## src/rtl/spi_chain_pkg.sv

```systemverilog
package spi_chain_pkg;
  // register offsets; the enumeration flow depends on them
  localparam logic [7:0] REG_IDENT = 8'h00;
  localparam logic [7:0] REG_INFO  = 8'h01;
  localparam logic [7:0] REG_NODE  = 8'h02;
  localparam logic [7:0] REG_CTRL  = 8'h03;
  localparam logic [7:0] REG_SCR0  = 8'h04;

  // does a header device field select this node
  function automatic logic dev_hit(input logic [6:0] dev, input logic [6:0] mine,
                                   input logic [6:0] bcast, input logic token);
    if (dev == bcast) return 1'b1;
    if (mine == 7'd0) return token && (dev == 7'd0);
    return dev == mine;
  endfunction

  function automatic logic [7:0] info_byte(input logic [3:0] cores, input logic [3:0] threads);
    return {cores, threads};
  endfunction
endpackage

```

## src/rtl/spi_chain_sync.sv

```systemverilog
module spi_chain_sync #(
  parameter int W = 3,
  parameter int STAGES = 2,
  parameter logic [W-1:0] RST_VAL = '0
) (
  input  logic         clk,
  input  logic         rst_n,
  input  logic [W-1:0] d,
  output logic [W-1:0] q
);
  logic [W-1:0] st [STAGES];

  always_ff @(posedge clk or negedge rst_n) begin
    if (!rst_n) begin
      for (int i = 0; i < STAGES; i++) st[i] <= RST_VAL;
    end else begin
      st[0] <= d;
      for (int i = 1; i < STAGES; i++) st[i] <= st[i-1];
    end
  end

  assign q = st[STAGES-1];
endmodule

```

## src/rtl/spi_chain_frame.sv

```systemverilog
module spi_chain_frame (
  input  logic       clk,
  input  logic       rst_n,
  input  logic       cs_act,
  input  logic       sclk_s,
  input  logic       mosi_s,
  input  logic [7:0] load_byte,
  output logic       byte_done,
  output logic [7:0] rx_byte,
  output logic [1:0] byte_idx,
  output logic       tx_bit
);
  logic       sclk_q;
  logic [2:0] bit_cnt;
  logic [6:0] rx_sh;
  logic [7:0] tx_sh;
  logic [1:0] idx_q;
  logic       rise;

  assign rise      = cs_act & sclk_s & ~sclk_q;
  assign byte_done = rise & (bit_cnt == 3'd7);
  assign rx_byte   = {rx_sh, mosi_s};
  assign byte_idx  = idx_q;
  assign tx_bit    = tx_sh[7];

  always_ff @(posedge clk or negedge rst_n) begin
    if (!rst_n) begin
      sclk_q  <= 1'b0;
      bit_cnt <= '0;
      rx_sh   <= '0;
      tx_sh   <= '0;
      idx_q   <= '0;
    end else begin
      sclk_q <= sclk_s;
      if (!cs_act) begin
        bit_cnt <= '0;
        idx_q   <= '0;
        tx_sh   <= '0;
      end else if (rise) begin
        bit_cnt <= bit_cnt + 3'd1;
        rx_sh   <= {rx_sh[5:0], mosi_s};
        if (bit_cnt == 3'd7) begin
          tx_sh <= load_byte;
          if (idx_q != 2'd3) idx_q <= idx_q + 2'd1;
        end else begin
          tx_sh <= {tx_sh[6:0], 1'b0};
        end
      end
    end
  end
endmodule

```

## src/rtl/spi_chain_regs.sv

```systemverilog
module spi_chain_regs
  import spi_chain_pkg::*;
#(
  parameter logic [7:0] ID_VALUE = 8'h6B,
  parameter logic [3:0] MACROS   = 4'd3,
  parameter logic [3:0] THREADS  = 4'd4,
  parameter int         N_SCR    = 4,
  parameter logic [6:0] BCAST    = 7'h7F
) (
  input  logic       clk,
  input  logic       rst_n,
  input  logic       cs_act,
  input  logic       byte_done,
  input  logic [7:0] rx_byte,
  input  logic [1:0] byte_idx,
  input  logic       token_in,
  output logic [7:0] load_byte,
  output logic       drive,
  output logic       wr_stb,
  output logic       hdr_rd,
  output logic       hdr_bcast,
  output logic [6:0] node_addr,
  output logic       token_out
);
  localparam logic [7:0] INFO = info_byte(MACROS, THREADS);

  logic [6:0] hdr_dev;
  logic       hit;
  logic [7:0] cur_addr;
  logic       ctrl_q;
  logic [7:0] scr [N_SCR];
  logic [7:0] rd_mux;

  assign hdr_bcast = (hdr_dev == BCAST);
  assign wr_stb    = byte_done && (byte_idx >= 2'd2) && !hdr_rd && hit;
  assign drive     = cs_act && hdr_rd && hit && !hdr_bcast && (byte_idx == 2'd3);
  assign token_out = ctrl_q;

  always_comb begin
    rd_mux = 8'h00;
    if (cur_addr == REG_IDENT) rd_mux = ID_VALUE;
    if (cur_addr == REG_INFO)  rd_mux = INFO;
    if (cur_addr == REG_NODE)  rd_mux = {1'b0, node_addr};
    if (cur_addr == REG_CTRL)  rd_mux = {7'd0, ctrl_q};
    for (int i = 0; i < N_SCR; i++)
      if (cur_addr == REG_SCR0 + 8'(i)) rd_mux = scr[i];
  end

  assign load_byte = (hdr_rd && hit && !hdr_bcast && byte_idx >= 2'd2) ? rd_mux : 8'h00;

  // header and address counter
  always_ff @(posedge clk or negedge rst_n) begin
    if (!rst_n) begin
      hdr_rd   <= 1'b0;
      hdr_dev  <= '0;
      hit      <= 1'b0;
      cur_addr <= '0;
    end else if (!cs_act) begin
      hit      <= 1'b0;
      cur_addr <= '0;
    end else if (byte_done) begin
      case (byte_idx)
        2'd0: begin
          hdr_rd  <= rx_byte[7];
          hdr_dev <= rx_byte[6:0];
        end
        2'd1: begin
          cur_addr <= rx_byte;
          hit      <= dev_hit(hdr_dev, node_addr, BCAST, token_in);
        end
        default: cur_addr <= cur_addr + 8'd1;
      endcase
    end
  end

  // fixed control registers
  always_ff @(posedge clk or negedge rst_n) begin
    if (!rst_n) begin
      node_addr <= '0;
      ctrl_q    <= 1'b0;
    end else if (wr_stb) begin
      if (cur_addr == REG_NODE) node_addr <= rx_byte[6:0];
      if (cur_addr == REG_CTRL) ctrl_q    <= rx_byte[0];
    end
  end

  // scratch bytes
  for (genvar g = 0; g < N_SCR; g++) begin : g_scr
    always_ff @(posedge clk or negedge rst_n) begin
      if (!rst_n) scr[g] <= 8'h00;
      else if (wr_stb && cur_addr == REG_SCR0 + 8'(g)) scr[g] <= rx_byte;
    end
  end
endmodule

```

## src/rtl/spi_chain_node.sv

```systemverilog
module spi_chain_node #(
  parameter logic [7:0] ID_VALUE    = 8'h6B,
  parameter logic [3:0] MACROS      = 4'd3,
  parameter logic [3:0] THREADS     = 4'd4,
  parameter int         N_SCR       = 4,
  parameter logic [6:0] BCAST       = 7'h7F,
  parameter int         SYNC_STAGES = 2
) (
  input  logic clk,
  input  logic rst_n,
  input  logic csn_i,
  input  logic sclk_i,
  input  logic mosi_i,
  output logic miso_o,
  output logic csn_o,
  output logic sclk_o,
  output logic mosi_o,
  input  logic miso_dn_i,
  input  logic irq_local_i,
  input  logic irq_dn_i,
  output logic irq_o,
  input  logic id_en_i,
  output logic id_en_o
);
  logic [2:0] pins_s;
  logic       cs_act;
  logic       byte_done;
  logic [7:0] rx_byte;
  logic [1:0] byte_idx;
  logic       tx_bit;
  logic [7:0] load_byte;
  logic       drive;
  logic       wr_stb;
  logic       hdr_rd;
  logic       hdr_bcast;
  logic [6:0] node_addr;

  assign csn_o  = csn_i;
  assign sclk_o = sclk_i;
  assign mosi_o = mosi_i;
  assign irq_o  = irq_local_i | irq_dn_i;

  spi_chain_sync #(.W(3), .STAGES(SYNC_STAGES), .RST_VAL(3'b100)) u_sync (
    .clk(clk), .rst_n(rst_n), .d({csn_i, sclk_i, mosi_i}), .q(pins_s)
  );

  assign cs_act = ~pins_s[2];

  spi_chain_frame u_frame (
    .clk(clk), .rst_n(rst_n), .cs_act(cs_act), .sclk_s(pins_s[1]), .mosi_s(pins_s[0]),
    .load_byte(load_byte), .byte_done(byte_done), .rx_byte(rx_byte),
    .byte_idx(byte_idx), .tx_bit(tx_bit)
  );

  spi_chain_regs #(
    .ID_VALUE(ID_VALUE), .MACROS(MACROS), .THREADS(THREADS), .N_SCR(N_SCR), .BCAST(BCAST)
  ) u_regs (
    .clk(clk), .rst_n(rst_n), .cs_act(cs_act), .byte_done(byte_done), .rx_byte(rx_byte),
    .byte_idx(byte_idx), .token_in(id_en_i), .load_byte(load_byte), .drive(drive),
    .wr_stb(wr_stb), .hdr_rd(hdr_rd), .hdr_bcast(hdr_bcast), .node_addr(node_addr),
    .token_out(id_en_o)
  );

  assign miso_o = drive ? tx_bit : miso_dn_i;
endmodule

```

## config.mk

```make
export PLATFORM = sky130hd
export DESIGN_NAME = spi_chain_node
export DESIGN_NICKNAME = d
export VERILOG_FILES = /design/src/rtl/spi_chain_pkg.sv /design/src/rtl/spi_chain_sync.sv /design/src/rtl/spi_chain_frame.sv /design/src/rtl/spi_chain_regs.sv /design/src/rtl/spi_chain_node.sv
export SDC_FILE = /design/constraint.sdc
export NUM_CORES = 1
export LEC_CHECK = 0
export BUFFER_PORTS_ARGS = -buffer_cell sky130_fd_sc_hd__buf_2
export CORE_ASPECT_RATIO = 1.1
export CORE_MARGIN = 2
export CORE_UTILIZATION = 65
export DETAILED_ROUTE_END_ITERATION = 16
export PLACE_DENSITY = 0.83
export SYNTH_ARGS = -nofsm -noshare
export SYNTH_HDL_FRONTEND = slang
export SYNTH_SLANG_ARGS = --single-unit
```

## constraint.sdc

```tcl
create_clock -name clk -period 3 [get_ports clk]
set_input_delay 0.6 -clock clk [delete_from_list [all_inputs] [get_ports clk]]
set_output_delay 0.6 -clock clk [all_outputs]
set_load 0.005 [all_outputs]
```

== Word-level counts from Yosys, hierarchy flattened ==
Index checks and enable logic that the tools add are counted.
Word-level totals
  output and inout port bits: 6
  flip-flop bits (word level): 84
  input port bits: 9
  word-level logic and storage cells: 112
Operators by class
  $add $sub $neg: 3
  reduce and logical (&&, ||, !) cells: 33
  equality and inequality tests: 14
  multiplexer cells: 38
  bitwise logic cells: 6
  $lt $le $gt $ge: 1
Operators by type and width (number)
  $mux 8: 13
  $eq 8x3->1 const B: 4
  $mux 1: 17
  $eq 8x2->1 const B: 2
  $pmux 8 s2: 1
  $logic_and 1x1->1: 15
  $logic_not 7->1: 2
  $reduce_and 2->1: 5
  $reduce_bool 2->1: 5
  $add 8x1->8 const B: 1
  $eq 8x1->1 const B: 1
  $logic_not 8->1: 1
  $mux 2: 4
  $eq 7x7->1: 1
  $eq 7x7->1 const B: 1
  $mux 7: 1
  $mux 3: 2
  $reduce_and 3->1: 2
  $ne 2x2->1 const B: 2
  $add 3x1->3 const B: 1
  $and 1x1->1: 3
  $eq 3x3->1 const B: 1
  $add 2x1->2 const B: 1
  $eq 2x1->1 const B: 1
  6 further kinds: 8

== Longest topological paths before layout ==
  depth in word-level cells: 15
  depth in mapped cells: 9
  gate-level depth less buffers: 6

== By module ==
From an unflattened synthesis, not the netlist that was laid out.
Unflattened totals
  cell total of the unflattened synthesis: 364
  area, all modules: 4210.3 µm²
Modules (own cells, without submodules)
  spi_chain_regs: sequential area each 1426.4 µm², cells an instance 270, area an instance 3035.4 µm², instances 1
  spi_chain_frame: sequential area each 525.5 µm², cells an instance 79, area an instance 952.2 µm², instances 1
  spi_chain_sync: sequential area each 152.6 µm², cells an instance 9, area an instance 175.2 µm², instances 1
  spi_chain_node: sequential area each 0.0 µm², cells an instance 6, area an instance 47.5 µm², instances 1

== Least setup slack after synthesis ==
Ideal clock, no wire load.
  path type: flip-flop to flip-flop
  start point: register u_frame.bit_cnt[0]
  end point: register u_regs.scr[10] (netlist bit)
  arrival time: 1.835 ns
  stages on the path, launching flop included: 8
  buffers on the path: 1
  period minus slack after synthesis: 1.960 ns
  data required time: 2.875 ns
  setup time: 0.125 ns
  setup slack: 1.040 ns
  cells stage by stage: dfrtp_1 > ha_1 > ha_1 > buf_2 > o211ai_1 > nor2_2 > nand4_4 > mux2_2
Between the ends
  longest elaborated chain between the ends: 6
RTL lines
  start, declared: line spi_chain_frame.sv:14  | logic [2:0] bit_cnt;
  start signal, assigned: line spi_chain_frame.sv:40  | bit_cnt <= bit_cnt + 3'd1;
  $eq 3x3->1: line spi_chain_frame.sv:21  | assign byte_done = rise & (bit_cnt == 3'd7);
  $and 1x1->1: line spi_chain_frame.sv:21
  $logic_and 1x1->1 (3 in series): line spi_chain_regs.sv:35  | assign wr_stb = byte_done && (byte_idx >= 2'd2) && !hdr_rd && hit;
  $logic_and 1x1->1: line spi_chain_regs.sv:91  | else if (wr_stb && cur_addr == REG_SCR0 + 8'(g)) scr[g] <= rx_byte;
  end signal, assigned by index: line spi_chain_regs.sv:91
  end, declared: line spi_chain_regs.sv:31  | logic [7:0] scr [N_SCR];
No other way between the ends.
A chain may end at the register's enable or synchronous reset.

== Worst setup path in the final report ==
  start point: register u_frame.bit_cnt[0]
  end point: register u_frame.tx_sh[5]
Between the ends
  longest elaborated chain between the ends: 4
RTL lines
  $eq 3x3->1: line spi_chain_frame.sv:42  | if (bit_cnt == 3'd7) begin
  $mux 8: line spi_chain_frame.sv:42
  $mux 8: line spi_chain_frame.sv:39  | end else if (rise) begin
  $mux 8: line spi_chain_frame.sv:35  | if (!cs_act) begin
  end signal, assigned: line spi_chain_frame.sv:43  | tx_sh <= load_byte;
  end signal, assigned: line spi_chain_frame.sv:46  | tx_sh <= {tx_sh[6:0], 1'b0};
  end, declared: line spi_chain_frame.sv:16  | logic [7:0] tx_sh;
No other way between the ends. The select of a mux whose other input is x is not followed.

==> metrics.md <==
| Metric | Value |
|---|---|
| Clock slew at reported path FFs | `around 90 ps` |
| Max-cap violations | `0` |
| Async set-reset flop share out of synthesis | `between 90% and 100%` |
| CTS sink cnt | `84` |
| Post-synth EDFFs | `0` |
| Die area | `roughly 7300 um^2` |
| Pre-Repair DR Iteration Count | `4` |
| Max-slew violation count | `0` |
| Number of port buffers | `14` |
| Post-DP HPWL | `around 6.3 mm` |
| YS warnings | `0` |
| Dominant synthesized flop cell | `dfrtp_1` |
| Crit share post-route | `88.63%` |
| FMAX | `376.1 MHz` |
| CTS tree | `yes` |
| Final hold vios | `0` |
| Total CTS buffers | `9` |
| Commonest non-fill, non-tap cell in the layout | `dfrtp_1` |
| Sequential area share after synthesis | `around half` |
| Hold slack | `337.2 ps` |
| Row cnt | `31` |
| Endpoints failing setup | `0` |
| Worst setup SP type | `flop` |
| Worst path max stage delay | `730 ps` |
| FF+latch count, synth | `between 80 and 90` |
| HP Class | `in -> reg` |
| Cells after Synth | `~380` |
| Leading area contributor after synthesis | `dfrtp_1` |
| Crit Path Max Fanout | `10` |
| Slowest CP cell | `a211oi_1` |
| Final GP Congestion | `0.9373` |
| GRT Total Usage | `roughly 29%` |
| Post-layout nets | `408` |
| Initial antenna violation count | `0` |
| Drc violations | `0` |
| Vias in the first global route | `between 2,000 and 3,000` |
| Power Density | `~480 nW/um^2` |
| ANT cells | `0` |
| RSZ-0062 raised after global routing | `no` |
| Die H | `89.62 um` |
| Worst Path Arrival | `approximately 2900 ps` |
| Fin crit period | `between 2000 and 3000 ps` |
| Post-CTS sizing | `0` |
| Yosys top cell area share | `a little under half` |
| Worst skew pair latency | `around 360 ps` |
| Critical path required time | `roughly 3300 ps` |
| Most used cell, CP | `ha_1` |
| Global routing's busiest layer | `met2` |
| Layout cells sized above 1 | `between 20% and 30%` |
| GR Layer Usage met1 | `a little under 40%` |
| Fin area | `approximately 4600 um^2` |
| Root buffer cell | `clkbuf_8` |
| Iteration-0 DRC Markers | `between 300 and 400` |
| Synth Cell Area | `4332 um^2` |
| Setup ws final | `approximately 340 ps` |
| Crit path capture type | `flop` |
| M3 GR Usage | `approximately 5.6%` |
| Io pins | `15` |
| CP Class | `reg -> reg` |
| Routed wire per std cell | `roughly 19 um` |
| Core region area | `roughly 6500 um^2` |
| Total wire length | `a little over 9 mm` |
| Htree depth | `3` |
| Setup slack at placement | `just over 500 ps` |
| Global-route wire length before repair | `between 15 and 20 mm` |
| Total grt overflow | `0` |
| Hold-fix buffers at CTS | `0` |
| Syn nets | `401` |
| Worst VDD drop | `just over 400 uV` |
| Syn-to-layout area delta | `6.586%` |
| Antenna Nets Post-Route | `0` |
| Worst-path cell chain | `ha_1 -> ha_1 -> o211ai_1 -> a211oi_1 -> nand2_1 -> o32ai_1` |
| Status | `complete, no violations` |
| CTS max path bufs | `2` |
| FF-to-FF path depth | `6` |
| Worst Tran Pin Value | `1027 ps` |
| Synth top area cells | `dfrtp_1 (47%), mux2_2 (16%), ha_1 (2.9%)` |
| Post-CTS setup buffer count | `0` |
| Grt met2 use | `between 40% and 50%` |
| Rel. slew slack | `31.56%` |
| Placed cell area | `4425 um^2` |
| Leakage | `between 2 and 2.5 nW` |
| Initial Util | `approximately 66%` |
| Most frequent cells in the layout | `dfrtp_1 (82), mux2_2 (60), nand2_1 (33)` |
| Largest net degree at the start of global routing | `85` |
| Hold Path Cell Cnt | `1` |
| Total negative slack | `0 ps` |
| Via count | `roughly 3,000` |
| Via/cell ratio | `roughly 6.3` |
| Final Skew | `roughly 7.5 ps` |
| Die width | `around 80 um` |
| Synthesized area per cell | `11.34 um^2` |
| Unique masters post-synth | `54` |
-- synthesized netlist by cell type, types with 5 or more instances --
| library cell | number |
|---|---|
| dfrtp_1 | 82 |
| mux2_2 | 60 |
| nand2_1 | 33 |
| a21oi_1 | 16 |
| nor2b_1 | 14 |
| nor3_1 | 12 |
| o21ai_0 | 12 |
| inv_1 | 11 |
| nor2_1 | 11 |
| ha_1 | 10 |
| clkbuf_1 | 9 |
| xor2_1 | 9 |
| nand3_1 | 6 |
| nor3b_1 | 6 |
| buf_2 | 5 |
| o31ai_1 | 5 |
-- logic make-up after synthesis --
logic type / Yosys count / share of synthesized area [%]
muxes: 62 / 16.06
xor gates and xnor gates: 13 / 2.629
DFF: 84 / 48.58
adders and majority gates: 10 / 2.889
AOI/OAI and AO/OA: 66 / 10.28
buffers and inverters: 32 / 3.350
and+or+nand+nor: 115 / 16.20
-- worst paths after layout --
kind	to	from	slack (ps)
worst max-delay path	u_frame.tx_sh[5]$_DFFE_PN0P_	u_frame.bit_cnt[0]$_DFFE_PN0P_	340
max in group asynchronous	u_regs.scr[6]$_DFFE_PN0P_	rst_n	1930
worst min-delay path	u_sync.st[5]$_DFF_PN1_	csn_i	340
worst min register to register	u_sync.q[0]$_DFF_PN0_	u_sync.st[3]$_DFF_PN0_	360
min in group asynchronous	u_regs.hdr_dev[5]$_DFFE_PN0P_	rst_n	410
worst max register to register	u_frame.tx_sh[5]$_DFFE_PN0P_	u_frame.bit_cnt[0]$_DFFE_PN0P_	340
-- worst max-delay path: cells and delay by family (launching register included) --
family                     cells  cell delay (ps)
adders and majority gates      2              510
and+or+nand+nor                1              320
DFF                            1              380
AOI/OAI and AO/OA              3             1350
-- power by group --
part	switching (mW)	leakage [nW]	internal, mW
logic	0.0467	0.997	0.0466
registers	0.136	1.14	1.18
clock network	0.447	0.0962	0.341
-- state kept, by name, indices dropped and copies added (netlist names), 2 cells and up --
register          flops
u_frame.bit_cnt       3
u_frame.byte_idx      2
u_frame.rx_sh         7
u_frame.tx_sh         8
u_regs.cur_addr       8
u_regs.hdr_dev        7
u_regs.node_addr      7
u_regs.scr           32
u_sync.q              3
u_sync.st             3
-- layer usage --
metal / part of all wire (%) / vias to the layer above
met4: 2.5 / 0
met5: 0 / -
met2: 49 / 102
met3: 6.6 / 24
li1: - / 1405
met1: 42 / 1475
-- area by class of cell --
cell class | count | area (um^2)
Sequential cell | 84 | 2105
Timing Repair Buffer | 17 | 95.09
Inverter | 11 | 41.29
Clock inverter | 6 | 53.80
Clock buffer | 10 | 137.6
Fill cell | 460 | 1899
Tap cell | 82 | 102.6
Multi-Input combinational cell | 266 | 2082
-- metrics by stage --
| stage | util (%) | cells | total power [mW] |
|---|---|---|---|
| global route | 70.85 | 476 | 2.279 |
| finish | 70.85 | 476 | 2.193 |
| floorplan | - | 382 | 1.320 |
| detailed placement | 67.91 | 460 | 1.431 |
| CTS | 70.85 | 476 | 2.200 |
| global placement | 67.91 | 460 | 1.430 |
No activity file was read; power rests on OpenSTA's default activity.
